**config.mk**
```make
export PLATFORM = sky130hd
export DESIGN_NAME = line_codec
export DESIGN_NICKNAME = d
export VERILOG_FILES = /design/src/rtl/line_codec_pkg.sv /design/src/rtl/line_enc.sv /design/src/rtl/line_dec.sv /design/src/rtl/line_codec.sv
export SDC_FILE = /design/constraint.sdc
export NUM_CORES = 1
export LEC_CHECK = 0
export ABC_CLOCK_PERIOD_IN_PS = 2800
export BUFFER_PORTS_ARGS = -buffer_cell sky130_fd_sc_hd__buf_2
export CAP_MARGIN = 20
export CORE_MARGIN = 4
export CORE_UTILIZATION = 48
export CTS_CLUSTER_SIZE = 24
export DETAILED_ROUTE_END_ITERATION = 8
export GPL_ROUTABILITY_DRIVEN = 0
export GPL_TIMING_DRIVEN = 1
export HOLD_SLACK_MARGIN = 0.1
export PLACE_DENSITY = 0.7
export SETUP_SLACK_MARGIN = 0.02
export SYNTH_ARGS = -nofsm -noshare
export SYNTH_HDL_FRONTEND = slang
export SYNTH_SLANG_ARGS = --single-unit
```
**constraint.sdc**
```tcl
create_clock -name clk -period 2.8 [get_ports clk]
set_input_delay 0.56 -clock clk [delete_from_list [all_inputs] [get_ports clk]]
set_output_delay 0.56 -clock clk [all_outputs]
set_load 0.03 [all_outputs]
```
**src/rtl/line_codec_pkg.sv**
```systemverilog
package line_codec_pkg;
  typedef enum logic [2:0] {
    LC_NRZ  = 3'd0,
    LC_NRZI = 3'd1,
    LC_FM0  = 3'd2,
    LC_FM1  = 3'd3,
    LC_MAN  = 3'd4
  } lcode_t;

  function automatic lcode_t map_code(input logic [2:0] sel);
    case (sel)
      3'd1:    return LC_NRZI;
      3'd2:    return LC_FM0;
      3'd3:    return LC_FM1;
      3'd4:    return LC_MAN;
      default: return LC_NRZ;
    endcase
  endfunction

  function automatic logic is_fm(input lcode_t c);
    return (c == LC_FM0) || (c == LC_FM1);
  endfunction
endpackage

```
**src/rtl/line_enc.sv**
```systemverilog
module line_enc
  import line_codec_pkg::*;
(
  input  logic       clk,
  input  logic       rst,
  input  logic [2:0] code_sel,
  input  logic       half_tick,
  input  logic       tx_valid,
  input  logic       tx_bit,
  output logic       tx_line,
  output lcode_t     code
);
  lcode_t code_q;
  logic   line_q, busy_q, phase_q, h2_q;
  logic   h1_c, h2_c;

  // Half-cell levels for a new cell, given the level left by the previous one
  always_comb begin
    h1_c = tx_bit;
    h2_c = tx_bit;
    case (code_q)
      LC_NRZI: begin
        h1_c = tx_bit ? line_q : ~line_q;
        h2_c = h1_c;
      end
      LC_FM0: begin
        h1_c = ~line_q;
        h2_c = tx_bit ? h1_c : ~h1_c;
      end
      LC_FM1: begin
        h1_c = ~line_q;
        h2_c = tx_bit ? ~h1_c : h1_c;
      end
      LC_MAN: begin
        h1_c = tx_bit;
        h2_c = ~tx_bit;
      end
      default: begin
        h1_c = tx_bit;
        h2_c = tx_bit;
      end
    endcase
  end

  always_ff @(posedge clk) begin
    if (rst) begin
      code_q  <= LC_NRZ;
      line_q  <= 1'b1;
      busy_q  <= 1'b0;
      phase_q <= 1'b0;
      h2_q    <= 1'b1;
    end else begin
      if (!busy_q) code_q <= map_code(code_sel);
      if (half_tick) begin
        if (phase_q) begin
          line_q  <= h2_q;
          phase_q <= 1'b0;
        end else if (tx_valid) begin
          line_q  <= h1_c;
          h2_q    <= h2_c;
          phase_q <= 1'b1;
          busy_q  <= 1'b1;
        end else begin
          line_q <= 1'b1;
          busy_q <= 1'b0;
        end
      end
    end
  end

  assign tx_line = line_q;
  assign code    = code_q;

  // leaving a stream parks the line at one
  a_r2_idle_high: assert property (@(posedge clk) disable iff (rst)
    $fell(busy_q) |-> line_q);

  // the code is frozen while a stream runs
  a_r8_code_hold: assert property (@(posedge clk) disable iff (rst)
    (busy_q && $past(busy_q)) |-> $stable(code_q));

  // bi-phase cells always start with a transition
  a_r5_fm_start_toggle: assert property (@(posedge clk) disable iff (rst)
    (half_tick && !phase_q && tx_valid && is_fm(code_q)) |=> (line_q != $past(line_q)));

  // Manchester always inverts at mid-cell
  a_r7_man_mid: assert property (@(posedge clk) disable iff (rst)
    (half_tick && phase_q && code_q == LC_MAN) |=> (line_q != $past(line_q)));
endmodule

```
**src/rtl/line_dec.sv**
```systemverilog
module line_dec
  import line_codec_pkg::*;
#(
  parameter int OVS = 16
) (
  input  logic   clk,
  input  logic   rst,
  input  lcode_t code,
  input  logic   rx_tick,
  input  logic   rx_cell,
  input  logic   rx_line,
  output logic   rx_valid,
  output logic   rx_bit,
  output logic   rx_viol
);
  localparam int CW = (OVS > 2) ? $clog2(OVS) : 1;
  localparam logic [CW-1:0] P1 = CW'(OVS / 4);
  localparam logic [CW-1:0] P2 = CW'(OVS / 2 + OVS / 4);

  logic [CW-1:0] cnt_q, pos_c;
  logic          act_q, last_q, ref_q, h1_q;
  logic          valid_q, bit_q, viol_q;
  logic          h1_c, bit_c, viol_c;

  assign pos_c = rx_cell ? '0 : cnt_q + 1'b1;
  assign h1_c  = (pos_c == P1) ? rx_line : h1_q;

  always_comb begin
    viol_c = 1'b0;
    case (code)
      LC_NRZI: bit_c = (h1_c == ref_q);
      LC_FM0: begin
        bit_c  = (h1_c == rx_line);
        viol_c = (h1_c == ref_q);
      end
      LC_FM1: begin
        bit_c  = (h1_c != rx_line);
        viol_c = (h1_c == ref_q);
      end
      default: bit_c = h1_c;
    endcase
  end

  always_ff @(posedge clk) begin
    if (rst) begin
      cnt_q   <= '0;
      act_q   <= 1'b0;
      last_q  <= 1'b1;
      ref_q   <= 1'b1;
      h1_q    <= 1'b1;
      valid_q <= 1'b0;
      bit_q   <= 1'b0;
      viol_q  <= 1'b0;
    end else begin
      valid_q <= 1'b0;
      viol_q  <= 1'b0;
      if (rx_tick) begin
        last_q <= rx_line;
        cnt_q  <= pos_c;
        if (rx_cell) begin
          act_q <= 1'b1;
          ref_q <= last_q;
        end
        if ((act_q || rx_cell) && pos_c == P1) h1_q <= rx_line;
        if (act_q && !rx_cell && pos_c == P2) begin
          valid_q <= 1'b1;
          bit_q   <= bit_c;
          viol_q  <= viol_c;
          act_q   <= 1'b0;
        end
      end
    end
  end

  assign rx_valid = valid_q;
  assign rx_bit   = bit_q;
  assign rx_viol  = viol_q;

  // a decoded bit is a single-cycle pulse
  a_r10_valid_pulse: assert property (@(posedge clk) disable iff (rst)
    rx_valid |=> !rx_valid);

  // violations only come with a bit and only for bi-phase codes
  a_r11_viol_fm_only: assert property (@(posedge clk) disable iff (rst)
    rx_viol |-> (rx_valid && $past(is_fm(code))));
endmodule

```
**src/rtl/line_codec.sv**
```systemverilog
module line_codec
  import line_codec_pkg::*;
#(
  parameter int OVS = 16
) (
  input  logic       clk,
  input  logic       rst,
  input  logic [2:0] code_sel,
  input  logic       half_tick,
  input  logic       tx_valid,
  input  logic       tx_bit,
  output logic       tx_line,
  input  logic       rx_tick,
  input  logic       rx_cell,
  input  logic       rx_line,
  output logic       rx_valid,
  output logic       rx_bit,
  output logic       rx_viol
);
  lcode_t code;

  line_enc u_enc (
    .clk(clk), .rst(rst), .code_sel(code_sel), .half_tick(half_tick),
    .tx_valid(tx_valid), .tx_bit(tx_bit), .tx_line(tx_line), .code(code)
  );

  line_dec #(.OVS(OVS)) u_dec (
    .clk(clk), .rst(rst), .code(code), .rx_tick(rx_tick), .rx_cell(rx_cell),
    .rx_line(rx_line), .rx_valid(rx_valid), .rx_bit(rx_bit), .rx_viol(rx_viol)
  );

  // quiet outputs right after reset
  a_r1_reset_quiet: assert property (@(posedge clk)
    $past(rst) |-> (tx_line && !rx_valid && !rx_viol));
endmodule

```
==> flow_summary.html, run 1 <==
<table>
<tr><th>Metric</th><th>Value</th></tr>
<tr><th colspan="2">Timing</th></tr>
<tr><td>Final max-slew violation count</td><td>0</td></tr>
<tr><td>Count of final hold-check violations</td><td>0</td></tr>
<tr><td>Unrepaired setup endpoints after global routing</td><td>false</td></tr>
<tr><td>Total setup violations reported at the end of the flow</td><td>0</td></tr>
<tr><td>Maximum clock frequency</td><td>0.490 GHz</td></tr>
<tr><td>Final critical-path share of the clock period</td><td>72.9%</td></tr>
<tr><td>Rel. slew slack</td><td>76.0%</td></tr>
<tr><td>Worst slew pin tran</td><td>0.359 ns</td></tr>
<tr><td>Final period demand of the worst path</td><td>2.04 ns</td></tr>
<tr><td>Worst Skew</td><td>0.00674 ns</td></tr>
<tr><td>Final setup TNS</td><td>0 ns</td></tr>
<tr><th colspan="2">Global route</th></tr>
<tr><td>Global route overflow</td><td>0</td></tr>
<tr><td>Global-route usage over all layers</td><td>15.3%</td></tr>
<tr><td>Pin count of the biggest net entering global routing</td><td>16</td></tr>
<tr><td>Antenna violations before repair</td><td>0</td></tr>
<tr><td>Number of global-route vias before repair</td><td>688</td></tr>
<tr><td>Wire length of the first global-routing pass</td><td>3020 µm</td></tr>
<tr><th colspan="2">Logic synthesis</th></tr>
<tr><td>Total standard cell area after synthesis</td><td>907 µm²</td></tr>
<tr><td>Post-synth net total</td><td>119</td></tr>
<tr><td>Cell count after synthesis</td><td>107</td></tr>
<tr><td>Commonest register cell after synthesis</td><td>dfxtp_1</td></tr>
<tr><td>Synthesized-area fraction occupied by ao, oa, aoi and oai cells</td><td>21.5%</td></tr>
<tr><td>Count of distinct cell types in the synthesized netlist</td><td>35</td></tr>
<tr><td>Warning count from the yosys run</td><td>0</td></tr>
<tr><td>Largest family of logic cells by synthesized area</td><td>simple AND/OR/NAND/NOR gates</td></tr>
<tr><td>Synthesized-area fraction occupied by and/or/nand/nor cells</td><td>26.5%</td></tr>
<tr><td>Arithmetic-cell share of the synthesized area counting full adders, half adders and majority gates</td><td>1.38%</td></tr>
<tr><td>Sequential-to-total area share from yosys stat</td><td>39.7%</td></tr>
<tr><td>XOR/XNOR share of the synthesized area</td><td>4.83%</td></tr>
<tr><td>Number of enable flip-flop cells after synthesis</td><td>0</td></tr>
<tr><td>Synthesized area divided by synthesized cell count</td><td>8.48 µm²</td></tr>
<tr><td>Post-synth ARST share</td><td>0%</td></tr>
<tr><td>Register bit count reported by yosys</td><td>18</td></tr>
<tr><td>Mux contribution to synthesized area</td><td>2.21%</td></tr>
<tr><th colspan="2">Cells and area</th></tr>
<tr><td>P&amp;R area growth vs syn</td><td>13.8%</td></tr>
<tr><td>Nets</td><td>135</td></tr>
<tr><td>Antenna diode count</td><td>0</td></tr>
<tr><td>Final-layout fill cell count</td><td>182</td></tr>
<tr><td>Area used by multi-input combinational logic</td><td>512 µm²</td></tr>
<tr><td>Share of layout cells above drive strength 1</td><td>19.7%</td></tr>
<tr><td>Total area of sequential cells</td><td>360 µm²</td></tr>
<tr><th colspan="2">Power and ir drop</th></tr>
<tr><td>Overall power</td><td>0.489 mW</td></tr>
<tr><td>Areal power density over the cells</td><td>474 nW/µm²</td></tr>
<tr><td>Lkg Pwr</td><td>0.434 nW</td></tr>
<tr><td>Largest voltage drop on the vdd net</td><td>0.285 mV</td></tr>
<tr><th colspan="2">Critical path</th></tr>
<tr><td>Worst-path fanout max</td><td>5</td></tr>
<tr><td>Kind of end point of the critical path</td><td>flip-flop</td></tr>
<tr><td>Crit path required time</td><td>3.00 ns</td></tr>
<tr><td>Critical path launch point type</td><td>flip-flop</td></tr>
<tr><td>Worst endpoint data arrival time</td><td>2.25 ns</td></tr>
<tr><td>Type of the worst setup path</td><td>flip-flop to flip-flop</td></tr>
<tr><th colspan="2">Clock tree</th></tr>
<tr><td>Root buffer selected by CTS</td><td>clkbuf_4</td></tr>
<tr><td>Number of gates given a new drive strength after cts</td><td>0</td></tr>
<tr><td>Number of buffers inserted during clock tree synthesis</td><td>3</td></tr>
<tr><td>Number of clock sinks</td><td>18</td></tr>
<tr><td>Count of buffers added by post-CTS timing repair for setup</td><td>0</td></tr>
<tr><td>Maximum number of buffers from clock root to sink</td><td>2</td></tr>
<tr><td>Source-to-sink clock delay at the later pin of the worst-skew pair</td><td>0.29 ns</td></tr>
<tr><td>Clock-pin slew on the worst setup and hold paths</td><td>0.10 ns</td></tr>
<tr><td>Count of hold-fix buffers inserted at cts</td><td>0</td></tr>
<tr><td>Clock tree from TritonCTS</td><td>yes</td></tr>
<tr><td>H-tree depth</td><td>1</td></tr>
<tr><th colspan="2">Die</th></tr>
<tr><td>Die outline area</td><td>2650 µm²</td></tr>
<tr><td>Core area</td><td>1760 µm²</td></tr>
<tr><td>Initial standard-cell utilization of the core</td><td>51.4%</td></tr>
<tr><td>Site Rows</td><td>15</td></tr>
<tr><td>Height of the die</td><td>51.5 µm</td></tr>
<tr><td>IO Pins</td><td>15</td></tr>
<tr><td>Width of the die</td><td>51.5 µm</td></tr>
<tr><th colspan="2">Route</th></tr>
<tr><td>Routed len/inst</td><td>12.0 µm</td></tr>
<tr><td>Initial detailed-routing violation count</td><td>9</td></tr>
<tr><td>Final antenna-violating net count</td><td>0</td></tr>
<tr><td>Via count</td><td>782</td></tr>
<tr><td>Final wirelength</td><td>1760 µm</td></tr>
<tr><td>Vias/cell</td><td>5.32</td></tr>
<tr><td>DRC violation count after routing</td><td>0</td></tr>
<tr><td>First drt pass iteration count</td><td>4</td></tr>
<tr><th colspan="2">Placed design</th></tr>
<tr><td>Detailed-placement wirelength estimate</td><td>1360 µm</td></tr>
<tr><td>Port Buf Inserts</td><td>14</td></tr>
<tr><th colspan="2">Run</th></tr>
<tr><td>Reported max-cap violation count</td><td>0</td></tr>
<tr><th colspan="2">Min path</th></tr>
<tr><td>Tightest Hold Check Type</td><td>flip-flop to flip-flop</td></tr>
<tr><th colspan="2">Run status</th></tr>
<tr><td>Run status</td><td>finished clean</td></tr>
</table>
-- final timing paths --
kind                   from       endpoint  slack [ns]  depth (start not counted)
max          u_dec.cnt_q[0]  u_dec.rx_viol        0.76                          6
min             u_dec.act_q    u_dec.act_q        0.46                          2
max reg2reg  u_dec.cnt_q[0]  u_dec.rx_viol        0.76                          6
min reg2reg     u_dec.act_q    u_dec.act_q        0.46                          2
-- synth_stat cells, types with 2 or more instances --
| library cell | number | area [µm²] |
|---|---|---|
| dfxtp_1 | 18 | 360 |
| a21oi_1 | 10 | 50.1 |
| nand2_1 | 10 | 37.5 |
| nor2_1 | 10 | 37.5 |
| inv_1 | 6 | 22.5 |
| o21ai_0 | 6 | 30.0 |
| nand3_1 | 5 | 25.0 |
| nor2b_1 | 4 | 25.0 |
| a22oi_1 | 3 | 22.5 |
| xnor2_1 | 3 | 26.3 |
| and2b_2 | 2 | 17.5 |
| and3b_1 | 2 | 17.5 |
| clkbuf_1 | 2 | 7.51 |
| mux2i_1 | 2 | 20.0 |
| nand2b_1 | 2 | 12.5 |
| or3_1 | 2 | 12.5 |
| xor2_1 | 2 | 17.5 |
-- worst max-delay path, stage by stage (launching register included) --
cell       delay [ns]
dfxtp_1          0.36
ha_1             0.30
and2b_2          0.22
and3b_1          0.19
and3_4           0.19
or3_1            0.35
a2111oi_2        0.34
-- where the power goes --
part	leakage (nW)	switching [mW]	internal, mW
clock network	0.0210	0.0800	0.0792
registers	0.147	0.0109	0.266
logic	0.266	0.0293	0.0243
-- logic make-up (layout without fill, tap and decap cells) --
| kind of cell | count (synthesis) | after routing |
|---|---|---|
| muxes | 2 | 2 |
| xor gates and xnor gates | 5 | 5 |
| buffers and inverters | 9 | 24 |
| and+or+nand+nor | 43 | 43 |
| DFF | 18 | 18 |
| AOI/OAI and AO/OA | 29 | 29 |
| adders and majority gates | 1 | 1 |
-- registers in the layout (all words and copies together), names as in the netlist --
| signal | count |
|---|---|
| u_dec.h1_q | 1 |
| u_dec.last_q | 1 |
| u_enc.h2_q | 1 |
| u_dec.act_q | 1 |
| u_enc.tx_line | 1 |
| u_dec.ref_q | 1 |
| u_dec.rx_valid | 1 |
| u_dec.rx_bit | 1 |
| u_enc.code | 3 |
| u_dec.rx_viol | 1 |
| u_enc.busy_q | 1 |
| u_dec.cnt_q | 4 |
| u_enc.phase_q | 1 |
-- placed cells by master (no fill, tap or decap), drive strengths merged --
cell type and instances:
a221o 1, nor2 10, nand4 1, and2b 2, and3 1, o21ai 6, or3 2, clkbuf 4
nand2 10, o2111ai 1, nand2b 2, ha 1, xnor2 3, xor2 2, and4 1, inv 6
nand3 6, nor2b 4, o22a 1, buf 14, o211ai 1, dfxtp 18, nand4b 1, a2111oi 1
and3b 2, a2111o 1, nor4b 1, mux2i 2, o22ai 1, a32oi 1, o21a 1, a22oi 3
a21oi 10, o2bb2ai 1
-- area by class of cell --
class	count	share of cell area, %
well taps	25	3.03
multi-input cells	80	49.6
inverters	6	2.18
flip-flops and latches	18	34.9
repair buffers	14	6.79
clock buffers	4	3.52
-- per-layer routing --
layer	vias up	routed length, µm	share of wire (%)	GRT usage [%]
met3	4	73	4.1	3.79
li1	417	-	-	-
met5	-	0	0	0
met4	0	19	1.1	7.42
met2	12	779	44	22.5
met1	349	890	51	20.6
-- stage by stage --
step / util [%] / instance area, µm² / hold slack, ns / instances / worst slack (ns)
2_1_floorplan: - / 907 / 0.426 / 107 / 0.860
3_3_place_gp: 56.5 / 996 / 0.449 / 143 / 0.823
3_5_place_dp: 56.5 / 996 / 0.448 / 143 / 0.786
4_1_cts: 58.5 / 1030 / 0.463 / 147 / 0.759
5_1_grt: 58.5 / 1030 / 0.490 / 147 / 0.684
6_report: 58.5 / 1030 / 0.463 / 147 / 0.758
No activity file was read; power rests on OpenSTA's default activity.
==> run 2: changes to the inputs <==
ABC_CLOCK_PERIOD_IN_PS = 2029   (was 2800)
clock period = 2.03 ns   (was 2.8 ns; I/O delays follow)
==> flow_summary.html, run 2 (same netlist as run 1, synthesis figures left out) <==
<table>
<tr><th>Metric</th><th>Value</th></tr>
<tr><th colspan="2">Timing</th></tr>
<tr><td>Final setup TNS</td><td>0 ns (unchanged)</td></tr>
<tr><td>Count of final hold-check violations</td><td>0 (unchanged)</td></tr>
<tr><td>Maximum clock frequency</td><td>0.508 GHz (+3.7%)</td></tr>
<tr><td>Rel. slew slack</td><td>76.3% (+0.31 points)</td></tr>
<tr><td>Final max-slew violation count</td><td>0 (unchanged)</td></tr>
<tr><td>Final period demand of the worst path</td><td>1.97 ns (-0.0737 ns)</td></tr>
<tr><td>Unrepaired setup endpoints after global routing</td><td>true</td></tr>
<tr><td>Setup WS post-layout</td><td>0.0615 ns (-0.696 ns)</td></tr>
<tr><td>Worst slew pin tran</td><td>0.355 ns (-0.00462 ns)</td></tr>
<tr><td>Worst Skew</td><td>0.00339 ns (-0.00334 ns)</td></tr>
<tr><td>Total setup violations reported at the end of the flow</td><td>0 (unchanged)</td></tr>
<tr><td>Final critical-path share of the clock period</td><td>97.0% (+24 points)</td></tr>
<tr><th colspan="2">Die</th></tr>
<tr><td>Width of the die</td><td>51.5 µm (unchanged)</td></tr>
<tr><td>Core area</td><td>1760 µm² (unchanged)</td></tr>
<tr><td>Height of the die</td><td>51.5 µm (unchanged)</td></tr>
<tr><td>Die outline area</td><td>2650 µm² (unchanged)</td></tr>
<tr><td>Site Rows</td><td>15 (unchanged)</td></tr>
<tr><td>IO Pins</td><td>15 (unchanged)</td></tr>
<tr><td>Initial standard-cell utilization of the core</td><td>51.4% (unchanged)</td></tr>
<tr><th colspan="2">Critical path</th></tr>
<tr><td>Crit path required time</td><td>2.23 ns (-0.77 ns)</td></tr>
<tr><td>Launch instance of the worst register-to-register path</td><td>u_dec.cnt_q[0]</td></tr>
<tr><td>Critical path launch point type</td><td>flip-flop</td></tr>
<tr><td>Worst endpoint data arrival time</td><td>2.17 ns (-0.08 ns)</td></tr>
<tr><td>Register-to-Register Path Depth</td><td>6 (unchanged)</td></tr>
<tr><td>Kind of end point of the critical path</td><td>flip-flop</td></tr>
<tr><td>Capture instance of the worst register-to-register path</td><td>u_dec.rx_viol</td></tr>
<tr><td>Worst-path fanout max</td><td>3 (-2)</td></tr>
<tr><td>Register-to-register setup slack</td><td>0.06 ns (-0.70 ns)</td></tr>
<tr><td>Type of the worst setup path</td><td>flip-flop to flip-flop</td></tr>
<tr><th colspan="2">Cells and area</th></tr>
<tr><td>Top library cells by usage in the layout, fill and taps aside</td><td>dfxtp_1 (16), buf_2 (14), a21oi_1 (10), nor2_1 (10), nand2_1 (10)</td></tr>
<tr><td>Share of the core filled with cells</td><td>61.7% (+3.2 points)</td></tr>
<tr><td>Most common library cell in the layout ignoring fill and taps</td><td>dfxtp_1</td></tr>
<tr><td>Share of layout cells above drive strength 1</td><td>25.6% (+5.9 points)</td></tr>
<tr><td>Antenna diode count</td><td>0 (unchanged)</td></tr>
<tr><td>Top reg by flops</td><td>u_dec.cnt_q</td></tr>
<tr><td>Max FFs per register</td><td>4 (unchanged)</td></tr>
<tr><td>Nets</td><td>138 (+2.2%)</td></tr>
<tr><td>Cell area after layout</td><td>1090 µm² (+5.5%)</td></tr>
<tr><td>P&amp;R area growth vs syn</td><td>20.0%</td></tr>
<tr><th colspan="2">Run</th></tr>
<tr><td>Reported max-cap violation count</td><td>0 (unchanged)</td></tr>
<tr><th colspan="2">Placed design</th></tr>
<tr><td>Pre-CTS worst setup slack</td><td>0.0295 ns (-0.756 ns)</td></tr>
<tr><td>Placed inst area</td><td>1010 µm² (+1.5%)</td></tr>
<tr><td>Port Buf Inserts</td><td>14 (unchanged)</td></tr>
<tr><td>Detailed-placement wirelength estimate</td><td>1420 µm (+4.6%)</td></tr>
<tr><th colspan="2">Clock tree</th></tr>
<tr><td>Source-to-sink clock delay at the later pin of the worst-skew pair</td><td>0.29 ns (about the same)</td></tr>
<tr><td>Root buffer selected by CTS</td><td>clkbuf_4</td></tr>
<tr><td>Number of buffers inserted during clock tree synthesis</td><td>3 (unchanged)</td></tr>
<tr><td>Number of clock sinks</td><td>18 (unchanged)</td></tr>
<tr><td>H-tree depth</td><td>1 (unchanged)</td></tr>
<tr><td>Clock-pin slew on the worst setup and hold paths</td><td>0.10 ns (about the same)</td></tr>
<tr><td>Clock tree from TritonCTS</td><td>yes</td></tr>
<tr><td>Maximum number of buffers from clock root to sink</td><td>2 (unchanged)</td></tr>
<tr><th colspan="2">Min path</th></tr>
<tr><td>Hold-critical path endpoint</td><td>u_enc.code[1]</td></tr>
<tr><td>Worst hold path startpoint</td><td>code_sel[1]</td></tr>
<tr><td>Tightest Hold Check Type</td><td>input port to flip-flop</td></tr>
<tr><td>Cell depth of the worst hold path</td><td>3 (+1)</td></tr>
<tr><th colspan="2">Route</th></tr>
<tr><td>Vias/cell</td><td>5.39 (+1.3%)</td></tr>
<tr><td>DRC violation count after routing</td><td>0 (unchanged)</td></tr>
<tr><td>Initial detailed-routing violation count</td><td>17 (+8)</td></tr>
<tr><td>Routed len/inst</td><td>12.7 µm (+6.1%)</td></tr>
<tr><td>Final wirelength</td><td>1910 µm (+8.2%)</td></tr>
<tr><td>Final antenna-violating net count</td><td>0 (unchanged)</td></tr>
<tr><td>Via count</td><td>808 (+3.3%)</td></tr>
<tr><td>First drt pass iteration count</td><td>4 (unchanged)</td></tr>
<tr><th colspan="2">Global route</th></tr>
<tr><td>Global route overflow</td><td>0 (unchanged)</td></tr>
<tr><td>Global-route usage over all layers</td><td>15.7% (+0.49 points)</td></tr>
<tr><td>Number of global-route vias before repair</td><td>771 (+12%)</td></tr>
<tr><td>Wire length of the first global-routing pass</td><td>3170 µm (+5.0%)</td></tr>
<tr><td>Antenna violations before repair</td><td>0 (unchanged)</td></tr>
<tr><td>Pin count of the biggest net entering global routing</td><td>16 (unchanged)</td></tr>
<tr><th colspan="2">Power and ir drop</th></tr>
<tr><td>Lkg Pwr</td><td>0.449 nW (+3.6%)</td></tr>
<tr><td>Areal power density over the cells</td><td>628 nW/µm² (+32%)</td></tr>
<tr><td>Largest voltage drop on the vdd net</td><td>0.358 mV (+26%)</td></tr>
<tr><th colspan="2">Run status</th></tr>
<tr><td>Run status</td><td>finished clean</td></tr>
</table>
## run 2: layer usage
layer	part of all wire [%]	global-route usage (%)
met5	0	0
met4	1.0	5.24
met3	3.7	3.79
met2	48	26.1
met1	47	19.9
## run 2: per-stage QoR
| step | hold WS (ns) | total power [mW] | cells |
|---|---|---|---|
| 2_1_floorplan | 0.426 | 0.437 | 107 |
| 3_3_place_gp | 0.451 | 0.465 | 145 |
| 3_5_place_dp | 0.451 | 0.467 | 145 |
| 4_1_cts | 0.351 | 0.683 | 149 |
| 5_1_grt | 0.362 | 0.717 | 150 |
| 6_report | 0.356 | 0.683 | 150 |
## run 2: final cells by class
cell class | instances | area [µm²]
Clock buffer | 4 | 36.3
Multi-Input combinational cell | 80 | 543
Inverter | 6 | 22.5
Fill cell | 173 | 676
Sequential cell | 18 | 363
Tap cell | 25 | 31.3
Timing Repair Buffer | 17 | 92.6
## run 2: worst max path at each step
| stage | start | to | slack, ns | depth (start not counted) |
|---|---|---|---|---|
| after floorplan | u_dec.cnt_q[0] | u_dec.rx_viol | 0.09 | 6 |
| after global placement | u_dec.cnt_q[1] | u_dec.rx_viol | 0.08 | 6 |
| after detailed placement | u_dec.cnt_q[1] | u_dec.rx_viol | 0.03 | 6 |
| after CTS | u_dec.cnt_q[1] | u_dec.rx_viol | 0.07 | 6 |
| after global routing | u_dec.cnt_q[1] | u_dec.rx_viol | 0.008 | 6 |
| final | u_dec.cnt_q[0] | u_dec.rx_viol | 0.06 | 6 |
## run 2: power breakdown
group	total [mW]	switching, mW	internal [mW]
Combinational	0.0824	0.0449	0.0376
Sequential	0.381	0.0139	0.367
Clock	0.220	0.111	0.109
Total	0.683	0.170	0.514
## run 2: timing repair
action                     in CTS  in global routing
pin swaps                       1                  2
hold buffers                    0                  0
setup buffers                   0                  1
setup endpoints to repair       1                  1
gates resized for setup         1                  5
## run 2: critical path, stage by stage, from the launching register on
cell	delay [ns]
dfxtp_2	0.35
ha_4	0.25
and2b_2	0.21
and3b_2	0.21
and3_4	0.18
or3_4	0.33
a2111oi_4	0.34
